File: src/rtl/pp_pkg.sv
package pp_pkg;
  typedef enum logic [2:0] {
    PS_IDLE  = 3'd0,
    PS_ERASE = 3'd1,
    PS_EHOLD = 3'd2,
    PS_PROG  = 3'd3,
    PS_PHOLD = 3'd4
  } pp_state_e;

  localparam logic [7:0] ERASED_BYTE = 8'hFF;
endpackage

File: src/rtl/pp_addr_ctr.sv
module pp_addr_ctr #(
  parameter int AW = 12,
  parameter int OW = 5
) (
  input  logic          clk,
  input  logic          rst_n,
  input  logic          load,
  input  logic [AW-1:0] load_val,
  input  logic          step,
  output logic [AW-1:0] cnt
);
  logic [AW-1:0] cnt_d;
  logic [OW-1:0] ofs_inc;

  assign ofs_inc = cnt[OW-1:0] + OW'(1);

  always_comb begin
    cnt_d = cnt;
    if (load)      cnt_d = load_val;
    else if (step) cnt_d = {cnt[AW-1:OW], ofs_inc};
  end

  always_ff @(posedge clk or negedge rst_n) begin
    if (!rst_n)            cnt <= '0;
    else if (load || step) cnt <= cnt_d;
  end
endmodule

File: src/rtl/pp_page_buf.sv
module pp_page_buf #(
  parameter int NB = 32,
  parameter int OW = 5
) (
  input  logic          clk,
  input  logic          rst_n,
  input  logic          wr_en,
  input  logic [OW-1:0] wr_ofs,
  input  logic [7:0]    wr_data,
  input  logic          clr,
  input  logic [OW-1:0] rd_ofs,
  output logic [7:0]    rd_data,
  output logic [NB-1:0] mask,
  output logic          any
);
  logic [7:0] slot_q [NB];

  for (genvar s = 0; s < NB; s++) begin : g_slot
    logic hit;
    assign hit = wr_en && (wr_ofs == OW'(s));

    always_ff @(posedge clk) begin
      if (hit) slot_q[s] <= wr_data;
    end

    always_ff @(posedge clk or negedge rst_n) begin
      if (!rst_n)    mask[s] <= 1'b0;
      else if (clr)  mask[s] <= 1'b0;
      else if (hit)  mask[s] <= 1'b1;
    end
  end

  assign rd_data = slot_q[rd_ofs];
  assign any     = |mask;
endmodule

File: src/rtl/pp_seq_fsm.sv
module pp_seq_fsm
  import pp_pkg::*;
#(
  parameter int NB        = 32,
  parameter int OW        = 5,
  parameter int ERASE_CYC = 20,
  parameter int PROG_CYC  = 30
) (
  input  logic          clk,
  input  logic          rst_n,
  input  logic          go,
  output logic          busy,
  output logic          erase_ph,
  output logic          prog_ph,
  output logic          done,
  output logic [OW-1:0] walk_ofs
);
  localparam int TMAX = (ERASE_CYC > PROG_CYC) ? ERASE_CYC : PROG_CYC;
  localparam int TW   = $clog2(TMAX + 1);
  localparam logic [OW-1:0] LAST_OFS = OW'(NB - 1);
  localparam logic [TW-1:0] E_END    = TW'(ERASE_CYC - 1);
  localparam logic [TW-1:0] P_END    = TW'(PROG_CYC - 1);

  pp_state_e     st_q, st_d;
  logic [OW-1:0] ofs_q, ofs_d;
  logic [TW-1:0] tmr_q, tmr_d;

  always_comb begin
    st_d  = st_q;
    ofs_d = ofs_q;
    tmr_d = tmr_q;
    done  = 1'b0;
    unique case (st_q)
      PS_IDLE: if (go) begin
        st_d  = PS_ERASE;
        ofs_d = '0;
      end
      PS_ERASE: begin
        ofs_d = ofs_q + OW'(1);
        if (ofs_q == LAST_OFS) begin
          st_d  = PS_EHOLD;
          tmr_d = '0;
        end
      end
      PS_EHOLD: begin
        tmr_d = tmr_q + TW'(1);
        if (tmr_q == E_END) begin
          st_d  = PS_PROG;
          ofs_d = '0;
        end
      end
      PS_PROG: begin
        ofs_d = ofs_q + OW'(1);
        if (ofs_q == LAST_OFS) begin
          st_d  = PS_PHOLD;
          tmr_d = '0;
        end
      end
      PS_PHOLD: begin
        tmr_d = tmr_q + TW'(1);
        if (tmr_q == P_END) begin
          st_d = PS_IDLE;
          done = 1'b1;
        end
      end
      default: st_d = PS_IDLE;
    endcase
  end

  always_ff @(posedge clk or negedge rst_n) begin
    if (!rst_n) begin
      st_q  <= PS_IDLE;
      ofs_q <= '0;
      tmr_q <= '0;
    end else begin
      st_q  <= st_d;
      ofs_q <= ofs_d;
      tmr_q <= tmr_d;
    end
  end

  assign busy     = (st_q != PS_IDLE);
  assign erase_ph = (st_q == PS_ERASE);
  assign prog_ph  = (st_q == PS_PROG);
  assign walk_ofs = ofs_q;
endmodule

File: src/rtl/page_prog_seq.sv
module page_prog_seq
  import pp_pkg::*;
#(
  parameter int AW         = 12,
  parameter int PAGE_BYTES = 32,
  parameter int ERASE_CYC  = 20,
  parameter int PROG_CYC   = 30
) (
  input  logic          clk,
  input  logic          rst_n,
  input  logic          addr_load,
  input  logic [AW-1:0] addr_in,
  input  logic          byte_vld,
  input  logic [7:0]    byte_data,
  input  logic          stop_stb,
  input  logic          restart_stb,
  input  logic          wp_in,
  input  logic          page_locked,
  output logic          busy,
  output logic [AW-1:0] addr_cnt,
  output logic          mem_we,
  output logic [AW-1:0] mem_addr,
  output logic [7:0]    mem_wdata
);
  localparam int OW = $clog2(PAGE_BYTES);

  logic [1:0]            rst_sync_q;
  logic                  rst_i;
  logic                  go, done, erase_ph, prog_ph;
  logic                  do_load, do_step, buf_clr, buf_any;
  logic [OW-1:0]         walk_ofs;
  logic [7:0]            rd_data;
  logic [PAGE_BYTES-1:0] mask;

  always_ff @(posedge clk or negedge rst_n) begin
    if (!rst_n) rst_sync_q <= 2'b00;
    else        rst_sync_q <= {rst_sync_q[0], 1'b1};
  end
  assign rst_i = rst_sync_q[1];

  assign do_load = addr_load & ~busy;
  assign do_step = byte_vld & ~busy;
  assign go      = stop_stb & ~busy & buf_any & ~wp_in & ~page_locked;
  assign buf_clr = done
                 | (~busy & (addr_load | restart_stb))
                 | (~busy & stop_stb & ~go);

  pp_addr_ctr #(.AW(AW), .OW(OW)) u_ctr (
    .clk      (clk),
    .rst_n    (rst_i),
    .load     (do_load),
    .load_val (addr_in),
    .step     (do_step),
    .cnt      (addr_cnt)
  );

  pp_page_buf #(.NB(PAGE_BYTES), .OW(OW)) u_buf (
    .clk     (clk),
    .rst_n   (rst_i),
    .wr_en   (do_step),
    .wr_ofs  (addr_cnt[OW-1:0]),
    .wr_data (byte_data),
    .clr     (buf_clr),
    .rd_ofs  (walk_ofs),
    .rd_data (rd_data),
    .mask    (mask),
    .any     (buf_any)
  );

  pp_seq_fsm #(
    .NB(PAGE_BYTES), .OW(OW), .ERASE_CYC(ERASE_CYC), .PROG_CYC(PROG_CYC)
  ) u_fsm (
    .clk      (clk),
    .rst_n    (rst_i),
    .go       (go),
    .busy     (busy),
    .erase_ph (erase_ph),
    .prog_ph  (prog_ph),
    .done     (done),
    .walk_ofs (walk_ofs)
  );

  assign mem_we    = (erase_ph | prog_ph) & mask[walk_ofs];
  assign mem_addr  = {addr_cnt[AW-1:OW], walk_ofs};
  assign mem_wdata = erase_ph ? ERASED_BYTE : rd_data;
endmodule

File: config.mk
export PLATFORM = sky130hd
export DESIGN_NAME = page_prog_seq
export DESIGN_NICKNAME = d
export VERILOG_FILES = /design/src/rtl/pp_pkg.sv /design/src/rtl/pp_addr_ctr.sv /design/src/rtl/pp_page_buf.sv /design/src/rtl/pp_seq_fsm.sv /design/src/rtl/page_prog_seq.sv
export SDC_FILE = /design/constraint.sdc
export NUM_CORES = 1
export LEC_CHECK = 0
export ABC_AREA = 1
export BUFFER_PORTS_ARGS = -buffer_cell sky130_fd_sc_hd__buf_2
export CAP_MARGIN = 20
export CORE_MARGIN = 2
export CORE_UTILIZATION = 55
export CTS_CLUSTER_DIAMETER = 40
export DETAILED_ROUTE_END_ITERATION = 8
export PLACE_DENSITY = 0.76
export SYNTH_ARGS = -nofsm -noshare
export SYNTH_HDL_FRONTEND = slang
export SYNTH_SLANG_ARGS = --single-unit
File: constraint.sdc
create_clock -name clk -period 5.4 [get_ports clk]
set_input_delay 0.54 -clock clk [delete_from_list [all_inputs] [get_ports clk]]
set_output_delay 0.54 -clock clk [all_outputs]
set_load 0.1 [all_outputs]
; Word-level counts from Yosys, hierarchy flattened
; Memory sizes are Yosys's and may differ from the RTL's.
; Index checks and enable logic that the tools add are counted.
; W data, S select, Z words.
[word_totals]
out_inout_bits = 34
latchBits = 0
mem_bits_ro = 0
reg_bits = 59
inputBits = 28
wordCells = 453
ramBits = 256
mem_count = 1
[classes]
n_lt_le_gt_ge = 1
n_div = 0
n_bitwise = 17
reduce_logical = 110
shifts = 0
n_addsub = 3
mux = 239
n_eq_ne = 44
n_mul = 0
[mem_list]
columns = name, words, word_bits, rd, rd_clocked_by_memory_dff, wr, line_no
row1 = u_buf.slot_q, 32, 8, 1, 0, 1, pp_page_buf.sv:16  ; logic [7:0] slot_q [NB];
[op_table]
columns = operator, count
row1 = $mux W8, 32
row2 = $reduce_or A8 Y1, 31
row3 = $mux W5, 35
row4 = $mux W1, 162
row5 = $eq A5 B5 Y1 const B, 19
row6 = $reduce_bool A2 Y1, 34
row7 = $eq A5 B4 Y1 const B, 8
row8 = $logic_and A1 B1 Y1, 32
row9 = $reduce_or A32 Y1, 1
row10 = $eq A5 B3 Y1 const B, 4
row11 = $add A5 B1 Y5 const B, 3
row12 = $mux W3, 5
row13 = $pmux W3 S5, 1
row14 = $pmux W5 S3, 1
row15 = $mux W12, 1
row16 = $eq A5 B2 Y1 const B, 2
row17 = $ne A2 B1 Y1 const B, 5
row18 = $pmux W5 S2, 1
row19 = $and A1 B1 Y1, 9
row20 = $eq A3 B2 Y1 const B, 2
row21 = $lt A5 B6 Y1 const B, 1
row22 = $reduce_and A2 Y1, 3
row23 = $reduce_bool A3 Y1, 2
row24 = $bmux W1 S5, 1
row25 = other kinds (12), 19

; Longest topological paths before layout
[logic_depth]
ltp_word = 38
ltp_mapped = 12
depth_no_buf = 11

; Hierarchy
; Synthesis repeated with hierarchy kept, for this count alone.
[hier_totals]
hier_cells = 1350
hier_area_um2 = 13919.6
[modules_own_cells]
columns = mod, area_each_um2, instances, cells_per_inst, seq_area_each_um2
row1 = pp_page_buf, 11964.0, 1, 1078, 8488.1
row2 = pp_seq_fsm, 783.3, 1, 99, 325.3
row3 = page_prog_seq, 629.4, 1, 109, 50.0
row4 = pp_addr_ctr, 543.0, 1, 64, 300.3

; Least setup slack after synthesis
; Ideal clock, no wire load.
[synth_timing]
path_type = register to output
start = reg u_fsm.ofs_q[0] (netlist: u_fsm.walk_ofs[0])
end = out mem_we
required_ns = 4.860
path_buffers = 2
setup_slack_ns = 1.719
stages_incl_launch_ff = 11
arrival_ns = 3.141
cell_sequence = dfrtp_1 -> buf_4 -> buf_4 -> nor2_1 -> nor2_1 -> o21ai_0 -> nand3_1 -> nand3_1 -> nand3_1 -> nand2_1 -> nor2_1
[synth_between]
elab_chain_cells = 3
[synth_rtl]
columns = item, line_no
row1 = "start, declared", pp_seq_fsm.sv:25  ; logic [OW-1:0] ofs_q, ofs_d;
row2 = "start signal, assigned", pp_seq_fsm.sv:77  ; ofs_q <= ofs_d;
row3 = $bmux W1 S5, page_prog_seq.sv:83  ; assign mem_we = (erase_ph | prog_ph) & mask[walk_ofs];
row4 = $mux W1 (implied by the code), page_prog_seq.sv:83
row5 = $and A1 B1 Y1, page_prog_seq.sv:83
row6 = "end, declared", page_prog_seq.sv:21  ; output logic mem_we,
; No other way between the ends. The select of a mux whose other input is x is not followed.

; Worst setup path after layout
[layout_timing]
start = reg u_fsm.ofs_q[0] (netlist: u_fsm.walk_ofs[0])
end = out mem_wdata[7]
[layout_between]
elab_chain_cells = 2
[layout_rtl]
columns = item, line_no
row1 = $mem_v2 Z32 W8, --
row2 = $mux W8, page_prog_seq.sv:85  ; assign mem_wdata = erase_ph ? ERASED_BYTE : rd_data;
row3 = "end, declared", page_prog_seq.sv:23  ; output logic [7:0] mem_wdata
; No other way between the ends.

==> impl_metrics.tcl <==
set metrics [dict create \
    p_per_area_nw_per_um2 344.8 \
    dr_vias 9334 \
    core_area_um2 24180 \
    detailed_place_hpwl_mm 18.38 \
    synth-async-reset-ratio_pct 18.73 \
    end_kind "primary output" \
    setup_repair_after_global_routing_missed_its_margin "no" \
    final_antenna_net_count 0 \
    antenna_cells_inserted 0 \
    tritoncts_clock_tree "done" \
    cts_hold_buffers 1 \
    cts.clk_slew.worst_paths_ps 60 \
    syn-num-nets 1297 \
    worstPathMaxFanout 66 \
    mostFrequentLayoutCells "356 x sky130_fd_sc_hd__nor2_1, 256 x sky130_fd_sc_hd__edfxtp_1, 149 x sky130_fd_sc_hd__o21ai_0, 110 x sky130_fd_sc_hd__nand2_1, 85 x sky130_fd_sc_hd__nand3_1" \
    cts-buffers-inserted 38 \
    syn2layout_area_growth_pct 12.54 \
    mostFrequentLayoutCell "sky130_fd_sc_hd__nor2_1" \
    clock_root_buffer_master "sky130_fd_sc_hd__clkbuf_16" \
    synth-edff-count 256 \
    port_buffers 61 \
    place_ws_ps 1708 \
    start_util_pct 55.74 \
    die_height_um 160.5 \
    top_level_ports 62 \
    post_synth_num_cell_types 31 \
    placedCellCount 1579 \
    postLayoutSetupSlackWorst_ps 1093 \
    vdd_drop_max_mv 0.2342 \
    grt_antenna_before_repair 0 \
    dr.pass1.iters 7 \
    die_w_um 160.5 \
    rows 57 \
    fillerInstances 1872 \
    min-delay-path-class "in2reg" \
    remaining_drc_errors 0 \
    layout-drive-gt1-share_pct 12.75 \
    worst_skew_pair_latency_ps 520 \
    ys_seq_area_share_pct 68.00 \
    synth.avg_cell_area_um2 10.70 \
    detail_route.vias_per_cell 5.657 \
    routed_wirelength_mm 31.58 \
    final_hold_viol_count 0 \
    final_min_period_over_clock_period_pct 79.76 \
    grt_start_max_net_pins 95 \
    dr.first_iter.drc_count 968 \
    cp_launch_type "register" \
    clk_path_buf_depth 3 \
    cts_resized 0 \
    yosys_warnings 0 \
    timing_max_transition_violations_final 0 \
    syn-instance-count 1259 \
    globalRoute.totalOverflow 0 \
    fin_setup_tns_ps 0 \
    final_nets 1337 \
    clock_skew_ps 15.19 \
    h-tree-depth 2 \
    slew-limit-headroom_pct 22.30 \
    slew_at_the_pin_closest_to_its_max_slew_limit_ps 1161 \
    postSynth.topFlopCell "sky130_fd_sc_hd__edfxtp_1" \
    first_pass_grt_wire_length_mm 49.65 \
    leakage_nw 5.725 \
    timing.max_cap.violations 0 \
    synth_area_um2 13480 \
    final.min_clock_period_ps 4307 \
    design.die.area_um2 25770 \
    worst-setup-path-type "reg2out" \
    ff_latch_count_synth 315 \
    numClockSinks 315 \
    gp_congestion 0.8188 \
    first_global_vias 9084 \
    post_cts.repair.setup_buffers 0 \
    max_clock_freq_mhz 232.2 \
    timing.critical_path.arrival_ps 3770 \
    cp_data_required_time_ps 4860 \
    post_drt_wl_per_cell_um 19.14 \
    finish.cell_count_without_fillers 1650 \
    run_status "complete, no violations" \
    final_count_of_negative_setup_slack_endpoints 0 \
    gr-usage-all-layers_pct 25.02 \
]
cell type report:
cell class | count | area (um^2) | share of cell area, %
Clock inverter | 23 | 231.5 | 1.526
Timing Repair Buffer | 73 | 421.7 | 2.780
Clock buffer | 44 | 994.7 | 6.558
Tap cell | 324 | 405.4 | 2.673
Inverter | 60 | 226.5 | 1.493
Multi-Input combinational cell | 811 | 3715 | 24.49
Sequential cell | 315 | 9173 | 60.48
worst max-delay path: stages, from the launching register on:
cell                       delay [ps]
sky130_fd_sc_hd__dfrtp_4          850
sky130_fd_sc_hd__clkinv_2         660
sky130_fd_sc_hd__buf_4            480
sky130_fd_sc_hd__o21ai_0          320
sky130_fd_sc_hd__o211ai_1         170
sky130_fd_sc_hd__nand3_1          110
sky130_fd_sc_hd__nand2_1           60
sky130_fd_sc_hd__nand2_1          140
sky130_fd_sc_hd__nand3_1          100
sky130_fd_sc_hd__buf_2            310
metal layers:
metal | track usage, % | vias up | share of wire, %
met5 | 0 | - | 0
met4 | 8.067 | 0 | 2.6
met3 | 4.055 | 65 | 7.9
met2 | 41.69 | 389 | 49
met1 | 34.10 | 4483 | 41
li1 | - | 4397 | -
path summary, 6_finish.rpt:
check | to | cells after the start | slack [ps] | startpoint
max | mem_wdata[7] | 9 | 1090 | u_fsm.walk_ofs[0]
min | u_ctr.cnt[11] | 3 | 220 | addr_in[11]
max reg2reg | u_fsm.walk_ofs[3] | 5 | 2770 | u_fsm.walk_ofs[0]
min reg2reg | rst_sync_q[1] | 0 | 350 | rst_sync_q[0]
max in group asynchronous | u_fsm.walk_ofs[0] | 1 | 4430 | rst_sync_q[1]
min in group asynchronous | rst_sync_q[0] | 2 | 330 | rst_n
cell usage after synthesis, types with 5 or more instances:
library cell	number	area share, %
sky130_fd_sc_hd__nand4_1	5	0.23
sky130_fd_sc_hd__nor2_1	356	9.9
sky130_fd_sc_hd__o21ai_0	149	5.5
sky130_fd_sc_hd__buf_4	13	0.72
sky130_fd_sc_hd__nand2_1	110	3.1
sky130_fd_sc_hd__dfrtp_1	59	11
sky130_fd_sc_hd__nor2_2	24	1.1
sky130_fd_sc_hd__a21oi_1	15	0.56
sky130_fd_sc_hd__clkbuf_1	27	0.75
sky130_fd_sc_hd__nand3_1	85	3.2
sky130_fd_sc_hd__o211ai_1	39	2.2
sky130_fd_sc_hd__edfxtp_1	256	57
sky130_fd_sc_hd__buf_2	28	1.0
sky130_fd_sc_hd__inv_1	53	1.5
sky130_fd_sc_hd__ha_1	10	0.93
sky130_fd_sc_hd__inv_2	6	0.17
flip-flops by register name, indices dropped and copies added, names as in the netlist:
register	cells
u_buf.slot_q	256
u_fsm.tmr_q	5
u_ctr.cnt	12
u_buf.mask	32
u_fsm.walk_ofs	5
rst_sync_q	2
u_fsm.st_q	3
where the power goes:
part,switching [W],internal (W),leakage (nW),total (W)
clock network,0.00100,0.00145,0.599,0.00245
registers,0.00000580,0.00263,3.06,0.00264
logic,0.000118,0.0000200,2.07,0.000138
metrics by stage:
stage	hold WS, ps	cell area, um^2	total power [W]	util, %
after floorplan	244.4	13480	0.002775	-
after global placement	326.3	13880	0.002826	57.43
after detailed placement	331.0	13880	0.002828	57.43
after CTS	197.5	15120	0.005263	62.54
after global routing	217.4	15170	0.005383	62.73
final	216.1	15170	0.005230	62.73
kinds of logic after synthesis:
logic type,Yosys count,synth area share (%)
AOI/OAI and AO/OA,214,8.792
xor gates and xnor gates,1,0.06500
adders and majority gates,10,0.9284
buffers and inverters,133,4.438
DFF,315,68.00
other,1,0.02783
and+or+nand+nor,585,17.75
(Power assumes the default switching activity.)
